[src/rtl/mts_pkg.sv]
package mts_pkg;
  localparam int unsigned NUM_ELEMS   = 6;
  localparam int unsigned ELEM_W      = $clog2(NUM_ELEMS);
  localparam int unsigned LAST_ELEM   = NUM_ELEMS - 1;
  localparam int unsigned RESEED_ELEM = 2;

  typedef logic [ELEM_W-1:0] elem_idx_t;

  typedef struct packed {
    logic down;
    logic do_rd;
    logic do_wr;
    logic rd_pol;
    logic wr_pol;
  } elem_attr_t;

  typedef struct packed {
    logic valid;
    logic dir;
    logic adv;
    logic we;
    logic pol;
  } ctl_word_t;

  typedef enum logic [1:0] {ST_IDLE, ST_RUN, ST_DONE} seq_state_e;
endpackage

[src/rtl/mts_elem_table.sv]
module mts_elem_table
  import mts_pkg::*;
(
  input  elem_idx_t  idx_i,
  output elem_attr_t attr_o
);
  always_comb begin
    attr_o = '0;
    unique case (idx_i)
      ELEM_W'(0): attr_o = '{down: 1'b0, do_rd: 1'b0, do_wr: 1'b1, rd_pol: 1'b0, wr_pol: 1'b0};
      ELEM_W'(1): attr_o = '{down: 1'b0, do_rd: 1'b1, do_wr: 1'b1, rd_pol: 1'b0, wr_pol: 1'b1};
      ELEM_W'(2): attr_o = '{down: 1'b0, do_rd: 1'b1, do_wr: 1'b1, rd_pol: 1'b1, wr_pol: 1'b0};
      ELEM_W'(3): attr_o = '{down: 1'b1, do_rd: 1'b1, do_wr: 1'b1, rd_pol: 1'b0, wr_pol: 1'b1};
      ELEM_W'(4): attr_o = '{down: 1'b1, do_rd: 1'b1, do_wr: 1'b1, rd_pol: 1'b1, wr_pol: 1'b0};
      ELEM_W'(5): attr_o = '{down: 1'b1, do_rd: 1'b1, do_wr: 1'b0, rd_pol: 1'b0, wr_pol: 1'b0};
      default:    attr_o = '0;
    endcase
  end
endmodule

[src/rtl/mts_op_gen.sv]
module mts_op_gen
  import mts_pkg::*;
(
  input  elem_attr_t attr_i,
  input  logic       running_i,
  input  logic       phase_i,
  output logic       two_op_o,
  output ctl_word_t  ctl_o
);
  assign two_op_o = attr_i.do_rd & attr_i.do_wr;

  always_comb begin
    ctl_o = '0;
    if (running_i) begin
      ctl_o.valid = 1'b1;
      ctl_o.dir   = attr_i.down;
      if (two_op_o) begin
        // read holds the address, write moves it
        ctl_o.we  = phase_i;
        ctl_o.adv = phase_i;
        ctl_o.pol = phase_i ? attr_i.wr_pol : attr_i.rd_pol;
      end else begin
        ctl_o.we  = attr_i.do_wr;
        ctl_o.adv = 1'b1;
        ctl_o.pol = attr_i.do_wr ? attr_i.wr_pol : attr_i.rd_pol;
      end
    end
  end
endmodule

[src/rtl/mts_fsm.sv]
module mts_fsm
  import mts_pkg::*;
(
  input  logic      clk_i,
  input  logic      rst_ni,
  input  logic      start_i,
  input  logic      step_done_i,
  input  logic      two_op_i,
  input  logic      adv_i,
  output logic      running_o,
  output elem_idx_t elem_o,
  output logic      phase_o,
  output logic      seed_low_o,
  output logic      seed_high_o,
  output logic      done_o
);
  seq_state_e state_q;
  elem_idx_t  elem_q;
  logic       phase_q;
  logic       accept;

  assign running_o   = (state_q == ST_RUN);
  assign accept      = running_o & adv_i & step_done_i;
  assign seed_low_o  = start_i & ~running_o;
  assign seed_high_o = accept & (elem_q == ELEM_W'(RESEED_ELEM));
  assign done_o      = (state_q == ST_DONE);
  assign elem_o      = elem_q;
  assign phase_o     = phase_q;

  always_ff @(posedge clk_i or negedge rst_ni) begin
    if (!rst_ni) begin
      state_q <= ST_IDLE;
      elem_q  <= '0;
      phase_q <= 1'b0;
    end else begin
      unique case (state_q)
        ST_RUN: begin
          if (two_op_i && !phase_q) begin
            phase_q <= 1'b1;
          end else begin
            phase_q <= 1'b0;
            if (accept) begin
              if (elem_q == ELEM_W'(LAST_ELEM)) state_q <= ST_DONE;
              else                              elem_q  <= elem_q + ELEM_W'(1);
            end
          end
        end
        default: begin
          if (start_i) begin
            state_q <= ST_RUN;
            elem_q  <= '0;
            phase_q <= 1'b0;
          end
        end
      endcase
    end
  end
endmodule

[src/rtl/march_seq.sv]
module march_seq
  import mts_pkg::*;
(
  input  logic clk_i,
  input  logic rst_ni,
  input  logic start_i,
  input  logic step_done_i,
  output logic op_valid_o,
  output logic addr_dir_o,
  output logic addr_adv_o,
  output logic wr_en_o,
  output logic data_pol_o,
  output logic seed_low_o,
  output logic seed_high_o,
  output logic done_o
);
  elem_idx_t  elem;
  elem_attr_t attr;
  ctl_word_t  ctl;
  logic       running, phase, two_op;

  mts_fsm u_fsm (
    .clk_i       (clk_i),
    .rst_ni      (rst_ni),
    .start_i     (start_i),
    .step_done_i (step_done_i),
    .two_op_i    (two_op),
    .adv_i       (ctl.adv),
    .running_o   (running),
    .elem_o      (elem),
    .phase_o     (phase),
    .seed_low_o  (seed_low_o),
    .seed_high_o (seed_high_o),
    .done_o      (done_o)
  );

  mts_elem_table u_tab (
    .idx_i  (elem),
    .attr_o (attr)
  );

  mts_op_gen u_op (
    .attr_i    (attr),
    .running_i (running),
    .phase_i   (phase),
    .two_op_o  (two_op),
    .ctl_o     (ctl)
  );

  assign op_valid_o = ctl.valid;
  assign addr_dir_o = ctl.dir;
  assign addr_adv_o = ctl.adv;
  assign wr_en_o    = ctl.we;
  assign data_pol_o = ctl.pol;
endmodule

[config.mk]
export PLATFORM = sky130hd
export DESIGN_NAME = march_seq
export DESIGN_NICKNAME = d
export VERILOG_FILES = /design/src/rtl/mts_pkg.sv /design/src/rtl/mts_elem_table.sv /design/src/rtl/mts_op_gen.sv /design/src/rtl/mts_fsm.sv /design/src/rtl/march_seq.sv
export SDC_FILE = /design/constraint.sdc
export NUM_CORES = 1
export LEC_CHECK = 0
export CAP_MARGIN = 30
export CORE_MARGIN = 2
export CORE_UTILIZATION = 30
export DETAILED_ROUTE_END_ITERATION = 16
export DONT_BUFFER_PORTS = 1
export GPL_TIMING_DRIVEN = 0
export PLACE_DENSITY_LB_ADDON = 0.08
export SYNTH_ARGS = -nofsm -noshare
export SYNTH_HDL_FRONTEND = slang
export SYNTH_SLANG_ARGS = --single-unit
[constraint.sdc]
create_clock -name clk_i -period 4.95 [get_ports clk_i]
set_clock_uncertainty 0.05 [all_clocks]
set_input_delay 0.99 -clock clk_i [delete_from_list [all_inputs] [get_ports clk_i]]
set_output_delay 0.99 -clock clk_i [all_outputs]
set_load 0.01 [all_outputs]
==> impl_metrics.py, run 1 <==
metrics = {
    "detailed_routing": {
        "drt_iter0_drc": 4,
        "route.met2.wl_um": 487,
        "wire_per_inst_um": 14.40,
        "dr.pass1.iters": 4,
        "wl_met1_um": 478,
        "vias": 392,
        "wl_mm": 1.051,
        "vias_per_cell": 5.370,
        "drtAntennaViolNets": 0,
        "highest_layer": "met4",
        "route.met3.wl_um": 69,
        "route.detailed.drc": 0,
    },
    "worst_setup_path": {
        "critical_path_class": "register to output port",
        "slowest_delay_ns": 0.46,
        "crit_arrival_ns": 2.48,
        "slowest_stage": "a311oi_4",
        "cp_cell_sequence": "inv_1, ha_1, or3_4, a311oi_4, nand2_1, nor3b_1",
        "crit_buf_inv": 1,
        "startpoint_type": "register",
        "path_depth": 6,
        "worstReg2RegStart": "u_fsm.elem_o[0]",
        "r2r-end": "u_fsm.elem_o[1]",
        "crit_family": "simple AND/OR/NAND/NOR gates",
        "required_ns": 3.91,
        "setup.worst_path.end_class": "output port",
        "reg2reg_depth": 6,
        "reg2reg_slack_ns": 2.69,
        "startpoint": "u_fsm.elem_o[0]",
        "critPathMaxFanout": 6,
    },
    "timing": {
        "slew_headroom": 0.6953,
        "fin_tns_setup_ns": 0,
        "fmax_ghz": 0.2843,
        "post-route-min-period_ns": 3.518,
        "rsz0062_at_grt": "false",
        "drv_slew": 0,
        "hold_ws_ns": 0.3894,
        "worstMarginPinSlew_ns": 0.4570,
        "setup_viol": 0,
        "layout_setup_ws_ns": 1.432,
        "period_share": 0.7107,
        "hold_viol": 0,
    },
    "placement": {
        "dp_cells": 70,
        "gp_congestion": 0.6410,
        "numPortBuffers": 0,
        "dp_hpwl_um": 812.1,
        "dp_slack_ns": 1.693,
    },
    "clock_network": {
        "cts-root-buf": "clkbuf_4",
        "cts_buffer_depth": 2,
        "clock-sinks": 6,
        "cts_hold_buf": 0,
        "clock_latency_ns": 0.24,
        "cts_made_buffers": 3,
        "postCtsSetupBuffers": 0,
        "cts_resized": 0,
        "path_clk_slew_ns": 0.04,
        "tritoncts": "built",
        "htree_num_levels": 1,
    },
    "power_and_ir_drop": {
        "power_frac_comb": 0.686,
        "p_leak_nw": 0.2540,
        "p_clk_frac": 0.104,
        "p_per_area_mw_per_mm2": 801.2,
        "power.internal_uw": 224.0,
        "p_seq_frac": 0.211,
        "sw_frac_of_total": 0.4816,
        "ir_worst_vdd_mv": 0.3045,
        "netSwitchingPower_uw": 208.1,
    },
    "floorplanning": {
        "rows": 14,
        "start_util": 0.3259,
        "fp.dieH_um": 44.69,
        "pin_count": 12,
        "core_area_mm2": 0.001524,
        "die_x_um": 44.69,
        "dieArea_mm2": 0.001997,
    },
    "synth": {
        "synthArstFlopShare": 1.000,
        "post_synth_most_frequent_cells": "inv_1 (9), dfrtp_1 (6), nand2_1 (6)",
        "yosys_warnings": 0,
        "synth_cell_types": 24,
        "synth-main-ff-cell": "dfrtp_1",
        "syn_inst": 54,
        "ys_seq_elements": 6,
        "synth_area_leaders": "dfrtp_1 (30%), ha_1 (13%), inv_1 (6.8%)",
        "yosysMostFrequentCell": "inv_1",
        "avgSynthCellArea_um2": 9.199,
        "ys_seq_area_frac": 0.3023,
        "synth_nets": 63,
        "synth_area_um2": 496.7,
        "post-synth-top-area-fraction": 0.3023,
        "synth_top_cell_by_area": "dfrtp_1",
        "synth_edf_count": 0,
    },
    "finish": {
        "nNetsFinal": 68,
        "areaGrowthSynthToFinish_pct": 8.564,
        "drive_gt1_frac": 0.1404,
        "fillers": 165,
        "final_cell_count_no_fill": 73,
        "diodes": 0,
        "postLayoutCoreUtil": 0.3539,
    },
    "outcome": {
        "status": "complete, no violations",
    },
    "global_routing": {
        "grt_pass1_wl_mm": 1.697,
        "overflow": 0,
        "grt_use_total": 0.1224,
        "grt_pass1_vias": 383,
        "antenna_found_initial": 0,
        "grt_max_degree": 9,
    },
    "worst_hold_path": {
        "min_path_type": "primary input to async pin",
    },
    "run": {
        "maxCapViolCount": 0,
    },
}
-- power groups by stage --
stage	logic (mW)	clock network, mW	registers [mW]
after floorplan	0.253	0	0.0863
final	0.296	0.0448	0.0910
after global routing	0.329	0.0506	0.0954
after detailed placement	0.300	0	0.0920
after CTS	0.301	0.0469	0.0913
after global placement	0.299	0	0.0919
-- area by class of cell --
type | count | area [um^2] | share of cell area
Multi-Input combinational cell | 37 | 301.5 | 0.5592
Sequential cell | 6 | 150.1 | 0.2784
Inverter | 9 | 33.78 | 0.06265
Clock buffer | 3 | 22.52 | 0.04176
Tap cell | 16 | 20.02 | 0.03712
Buffer | 2 | 11.26 | 0.02088
-- cells in the final DEF (no fill, tap or decap) --
cell / instances
nand3_1: 1
o22a_1: 1
o21ai_0: 3
nand2b_1: 1
clkbuf_1: 1
mux2i_1: 3
nor3b_1: 1
o22ai_1: 1
nor2b_1: 1
nor2_1: 1
dfrtp_1: 6
or3_1: 1
or2b_1: 1
o31ai_1: 2
ha_1: 5
clkbuf_4: 3
inv_1: 9
mux2_4: 1
o41ai_1: 1
buf_4: 1
a21oi_1: 4
a311oi_4: 1
nand3_4: 1
nand2_1: 6
or3_4: 1
-- worst max path at each step --
stage,endpoint
global placement,seed_high_o
finish,seed_high_o
detailed placement,seed_high_o
floorplan,seed_high_o
global route,seed_high_o
CTS,seed_high_o
-- per-layer routing --
layer | up-vias | global-route usage
met1 | 185 | 0.1453
met2 | 12 | 0.1855
li1 | 193 | -
met3 | 2 | 0.06000
met5 | - | 0
met4 | 0 | 0.05455
-- logic make-up (layout without fill, tap and decap cells) --
family	count (synthesis)	after routing	synth area share
adder cells (fa/ha/maj)	5	5	0.1259
multiplexers	4	4	0.09067
AO/OA/AOI/OAI	13	13	0.2015
AND/OR/NAND/NOR	15	15	0.1889
buffers and inverters	11	14	0.09067
flip-flops	6	6	0.3023
-- registers in the layout, indices dropped and copies added (netlist names) --
signal,flops
u_fsm.elem_o,3
u_fsm.phase_o,1
u_fsm.state_q,2
-- per-stage QoR --
| stage | cell area, um^2 | power, mW |
|---|---|---|
| 3_5_place_dp | 516.7 | 0.3915 |
| 5_1_grt | 539.3 | 0.4747 |
| 4_1_cts | 539.3 | 0.4390 |
| 6_report | 539.3 | 0.4320 |
| 2_1_floorplan | 496.7 | 0.3390 |
| 3_3_place_gp | 516.7 | 0.3905 |
(Power assumes the default switching activity.)
==> run 2: changes to the inputs <==
Settings changed: ABC_AREA set to 1.
Clock period 4.95 ns to 3.1 ns, I/O delays scaled along.
==> run 2 against run 1 <==
  * Via count rose by 4.6%
  * Clock power up 53%
  * Wire length is 15% lower
  * Worst setup slack got worse by 0.83 ns
  * Register-to-register slack lost 1.2 ns
  * Non-clock buffer count fell by 2
  * First-iteration DRC count is 75% higher
  * Largest power group unchanged
==> impl_metrics.py, run 2 <==
metrics = {
    "synth": {
        "ys_seq_area_frac": 0.3150,
        "syn_inst": 63,
        "post_synth_most_frequent_cells": "inv_1 (12), nand2_1 (11), dfrtp_1 (6)",
        "synth_edf_count": 0,
        "synth_area_um2": 476.7,
        "synth-main-ff-cell": "dfrtp_1",
        "avgSynthCellArea_um2": 7.567,
        "yosysMostFrequentCell": "inv_1",
        "post-synth-top-area-fraction": 0.3150,
        "synth_top_cell_by_area": "dfrtp_1",
        "ys_seq_elements": 6,
        "synth_nets": 72,
        "synth_area_leaders": "dfrtp_1 (31%), ha_1 (13%), inv_1 (9.4%)",
        "yosys_warnings": 0,
        "synthArstFlopShare": 1.000,
        "synth_cell_types": 17,
    },
    "global_routing": {
        "antenna_found_initial": 0,
        "grt_pass1_vias": 357,
        "overflow": 0,
        "grt_use_total": 0.1160,
        "grt_pass1_wl_mm": 1.559,
        "grt_max_degree": 9,
    },
    "detailed_routing": {
        "route.detailed.drc": 0,
        "wl_um": 894,
        "drt_iter0_drc": 7,
        "drtAntennaViolNets": 0,
        "vias_per_cell": 5.000,
        "dr.pass1.iters": 4,
        "vias": 410,
        "wire_per_inst_um": 10.90,
    },
    "finish": {
        "nNetsFinal": 77,
        "postLayoutCoreUtil": 0.3447,
        "final_cell_count_no_fill": 82,
        "layout_commonest_cell": "inv_1",
        "layout_common_cells": "inv_1 (12), nand2_1 (11), dfrtp_1 (6), nand3_1 (5), ha_1 (5)",
        "drive_gt1_frac": 0.1970,
        "fillers": 169,
        "final_area_um2": 519.2,
        "areaGrowthSynthToFinish_pct": 8.924,
        "largest_register_ffs": 3,
        "diodes": 0,
    },
    "clock_network": {
        "clock_latency_ns": 0.24,
        "path_clk_slew_ns": 0.04,
        "tritoncts": "built",
        "clock-sinks": 6,
        "cts_buffer_depth": 2,
        "cts_hold_buf": 0,
        "postCtsSetupBuffers": 0,
        "cts-root-buf": "clkbuf_4",
        "cts_made_buffers": 3,
        "htree_num_levels": 1,
        "cts_resized": 0,
    },
    "worst_setup_path": {
        "startpoint_type": "register",
        "worstReg2RegStart": "u_fsm.elem_o[0]",
        "crit_arrival_ns": 1.83,
        "r2r-end": "u_fsm.elem_o[1]",
        "required_ns": 2.43,
        "crit_family": "compound AO/OA/AOI/OAI gates",
        "cp_cell_sequence": "ha_1, ha_1, a21oi_2, nand3_2, nand2_4, nand2_4, o21ai_0",
        "critPathMaxFanout": 8,
        "slowest_delay_ns": 0.42,
        "crit_buf_inv": 0,
        "setup.worst_path.end_class": "output port",
        "slowest_stage": "dfrtp_1",
        "reg2reg_depth": 8,
        "critical_path_class": "register to output port",
        "reg2reg_slack_ns": 1.46,
    },
    "power_and_ir_drop": {
        "p_leak_nw": 0.2905,
        "ir_worst_vdd_mv": 0.4028,
        "p_per_area_mw_per_mm2": 1096,
        "p_total_uw": 569.2,
    },
    "timing": {
        "period_share": 0.8057,
        "rsz0062_at_grt": "false",
        "slew_headroom": 0.7664,
        "fmax_ghz": 0.4004,
        "worstMarginPinSlew_ns": 0.3467,
        "hold_ws_ns": 0.02421,
        "drv_slew": 0,
        "setup_viol": 0,
        "post-route-min-period_ns": 2.498,
        "layout_setup_ws_ns": 0.6024,
        "fin_tns_setup_ns": 0,
        "hold_viol": 0,
    },
    "placement": {
        "dp_slack_ns": 0.8270,
        "gp_congestion": 0.7559,
        "dp_hpwl_um": 753.2,
        "dp_cells": 79,
        "numPortBuffers": 0,
        "placed_area_um2": 496.7,
    },
    "floorplanning": {
        "rows": 14,
        "fp.dieH_um": 43.86,
        "pin_count": 12,
        "core_area_mm2": 0.001506,
        "die_x_um": 43.86,
        "start_util": 0.3164,
        "dieArea_mm2": 0.001924,
    },
    "worst_hold_path": {
        "min_path_type": "primary input to async pin",
    },
    "outcome": {
        "status": "complete, no violations",
    },
    "run": {
        "maxCapViolCount": 0,
    },
}
[run 2: layout make-up]
class / count / area [um^2] / area share
clock buffers: 3 / 22.52 / 0.04337
inverters: 14 / 52.55 / 0.1012
multi-input cells: 43 / 274.0 / 0.5277
flip-flops and latches: 6 / 150.1 / 0.2892
well taps: 16 / 20.02 / 0.03855
[run 2: worst reg2reg max path, stage by stage (launching register included)]
cell	delay, ns
dfrtp_1	0.42
ha_1	0.22
ha_1	0.18
a21oi_2	0.17
nand3_2	0.11
nand2_4	0.12
nand3_1	0.11
nand3_1	0.09
nand2_1	0.05
[run 2: power breakdown]
part / leakage (nW) / switching [mW] / internal [mW] / total (mW)
clock network: 0.0138 / 0.0250 / 0.0436 / 0.0686
logic: 0.204 / 0.245 / 0.117 / 0.362
registers: 0.0730 / 0.0293 / 0.109 / 0.138
[run 2: layer usage]
layer / global-route usage / wire (um) / share of wire
met5: 0 / 0 / 0
met4: 0.1091 / 36 / 0.040
met3: 0.02917 / 66 / 0.074
met2: 0.1412 / 386 / 0.43
met1: 0.1607 / 404 / 0.45
[run 2: cells by family after synthesis]
| logic type | share of synthesized area |
|---|---|
| buffers and inverters | 0.1102 |
| AO/OA/AOI/OAI | 0.08926 |
| adder cells (fa/ha/maj) | 0.1312 |
| flip-flops | 0.3150 |
| AND/OR/NAND/NOR | 0.3543 |
[run 2: worst max-delay path by stage]
stage | startpoint | end | slack (ns) | cells after the start
finish | u_fsm.elem_o[0] | data_pol_o | 0.60 | 7
global placement | u_fsm.elem_o[0] | data_pol_o | 0.82 | 7
CTS | u_fsm.elem_o[0] | data_pol_o | 0.57 | 7
floorplan | u_fsm.elem_o[0] | data_pol_o | 0.97 | 7
global route | u_fsm.elem_o[0] | data_pol_o | 0.46 | 7
detailed placement | u_fsm.elem_o[0] | data_pol_o | 0.83 | 7
==> run 3: changes to the inputs <==
Clock period 3.1 ns to 2.1 ns, I/O delays scaled along.
==> run 3 against run 2 <==
  * Clock-buffer cell count stayed put
  * Die area stayed put
  * Highest routed layer unchanged
  * Sequential share of layout area is 4.5 points lower
  * Register-to-register slack worse by 0.99 ns
  * Sequential cell count stayed put
  * Final area is 19% higher
  * Sequential power is 47% higher
  * Worst setup slack worse by 0.60 ns
  * Critical path type unchanged
  * Critical endpoint is now seed_high_o
  * Utilization is 6.6 points higher
==> impl_metrics.py, run 3 (synthesis results as in run 2) <==
metrics = {
    "detailed_routing": {
        "drtAntennaViolNets": 0,
        "route.detailed.drc": 0,
        "drt_iter0_drc": 8,
        "wire_per_inst_um": 11.46,
        "vias_per_cell": 4.955,
        "vias": 441,
        "dr.pass1.iters": 6,
        "wl_mm": 1.020,
    },
    "clock_network": {
        "cts-root-buf": "clkbuf_4",
        "cts_made_buffers": 3,
        "path_clk_slew_ns": 0.04,
        "clock-sinks": 6,
        "clock_latency_ns": 0.24,
        "tritoncts": "built",
        "htree_num_levels": 1,
        "cts_buffer_depth": 2,
    },
    "placement": {
        "dp_hpwl_um": 753.2,
        "gp_congestion": 0.7559,
        "numPortBuffers": 0,
        "dp_cells": 79,
    },
    "timing": {
        "hold_ws_ns": 0.2333,
        "setup_viol": 0,
        "rsz0062_at_grt": "true",
        "hold_viol": 0,
        "slew_headroom": 0.8166,
        "fmax_ghz": 0.4776,
        "worstMarginPinSlew_ns": 0.2740,
        "post-route-min-period_ns": 2.094,
        "period_share": 0.9970,
        "drv_slew": 0,
    },
    "floorplanning": {
        "start_util": 0.3164,
        "dieArea_mm2": 0.001924,
        "die_x_um": 43.86,
        "rows": 14,
        "pin_count": 12,
        "fp.dieH_um": 43.86,
        "core_area_mm2": 0.001506,
    },
    "worst_setup_path": {
        "required_ns": 1.63,
        "cp_cell_sequence": "ha_2, ha_4, a21oi_4, nand3_2, nand2_4, nand2_4, inv_4, nand2_4, nor2_4",
        "slowest_stage": "dfrtp_1",
        "crit_family": "flip-flops",
        "critPathMostFrequentCell": "nand2_4",
        "crit_arrival_ns": 1.62,
        "reg2reg_slack_ns": 0.47,
        "startpoint_type": "register",
        "reg2reg_depth": 9,
        "setup.worst_path.end_class": "output port",
        "slowest_delay_ns": 0.41,
        "worstReg2RegStart": "u_fsm.elem_o[0]",
        "critical_path_class": "register to output port",
        "crit_buf_inv": 1,
        "r2r-end": "u_fsm.elem_o[1]",
        "critPathMaxFanout": 4,
    },
    "global_routing": {
        "grt_busiest_layer": "met2",
        "grt_pass1_wl_mm": 1.697,
        "grt_max_degree": 7,
        "met1_usage": 0.1658,
        "overflow": 0,
        "gr-usage-met3": 0.02917,
        "grt_use_total": 0.1263,
        "antenna_found_initial": 0,
        "grt_pass1_vias": 395,
        "use_met2": 0.1706,
    },
    "power_and_ir_drop": {
        "p_per_area_mw_per_mm2": 1696,
        "p_leak_nw": 0.3251,
        "ir_worst_vdd_mv": 0.6598,
        "p_total_mw": 1.050,
    },
    "outcome": {
        "status": "complete, no violations",
    },
    "finish": {
        "drive_gt1_frac": 0.3288,
        "diodes": 0,
        "multi_input_area_um2": 315.3,
        "fillers": 163,
        "layout_commonest_cell": "inv_1",
        "layout_common_cells": "inv_1 (12), nand2_1 (11), buf_4 (6), nand3_1 (5), dfrtp_1 (5)",
        "nNetsFinal": 84,
        "seqCellArea_um2": 151.4,
        "areaGrowthSynthToFinish_pct": 29.92,
        "largest_register_ffs": 3,
        "final_cell_count_no_fill": 89,
    },
    "worst_hold_path": {
        "whs_endpoint": "u_fsm.state_q[1]",
        "worstHoldPathCells": 1,
        "min_path_type": "primary input to register",
        "worst_hold_startpoint": "start_i",
    },
    "run": {
        "maxCapViolCount": 0,
    },
}
## run 3: metrics by stage
step | area (um^2) | setup WS [ns] | TNS, ns | utilization
after floorplan | 476.7 | 0.1662 | 0 | -
after global placement | 496.7 | 0.01543 | 0 | 0.3297
after detailed placement | 496.7 | 0.02701 | 0 | 0.3297
after CTS | 616.8 | -0.03974 | -0.05776 | 0.4095
after global routing | 619.3 | -0.1161 | -0.3097 | 0.4111
final | 619.3 | 0.006306 | 0 | 0.4111
## run 3: final cells by class
cell class,instances,share of cell area
timing repair buffer,7,0.08889
inverter,14,0.08889
clock buffer,3,0.03636
tap,16,0.03232
sequential,6,0.2444
multi-input combinational,43,0.5091
## run 3: power by group
group	switching [mW]	internal, mW	total [mW]
combinational	0.443	0.302	0.746
sequential	0.0408	0.162	0.203
clock	0.0372	0.0643	0.102
## run 3: routing by layer
metal | part of all wire | vias to the layer above
li1 | - | 222
met1 | 0.45 | 200
met2 | 0.46 | 14
met3 | 0.053 | 5
met4 | 0.035 | 0
met5 | 0 | -
## run 3: worst max path at each step
stage	depth (start not counted)	end	start	slack (ns)
3_3_place_gp	7	data_pol_o	u_fsm.elem_o[0]	0.02
2_1_floorplan	7	data_pol_o	u_fsm.elem_o[0]	0.17
4_1_cts	9	seed_high_o	u_fsm.elem_o[1]	-0.04
5_1_grt	9	seed_high_o	u_fsm.elem_o[0]	-0.12
3_5_place_dp	7	data_pol_o	u_fsm.elem_o[0]	0.03
6_report	9	seed_high_o	u_fsm.elem_o[0]	0.006
## run 3: what timing repair did
action                     CTS  global route
gates cloned                 0             0
setup buffers                6             0
gates resized for setup     10             1
hold endpoints to repair     6             0
hold buffers                 1             0
pin swaps                    5             4
setup endpoints to repair    4             4
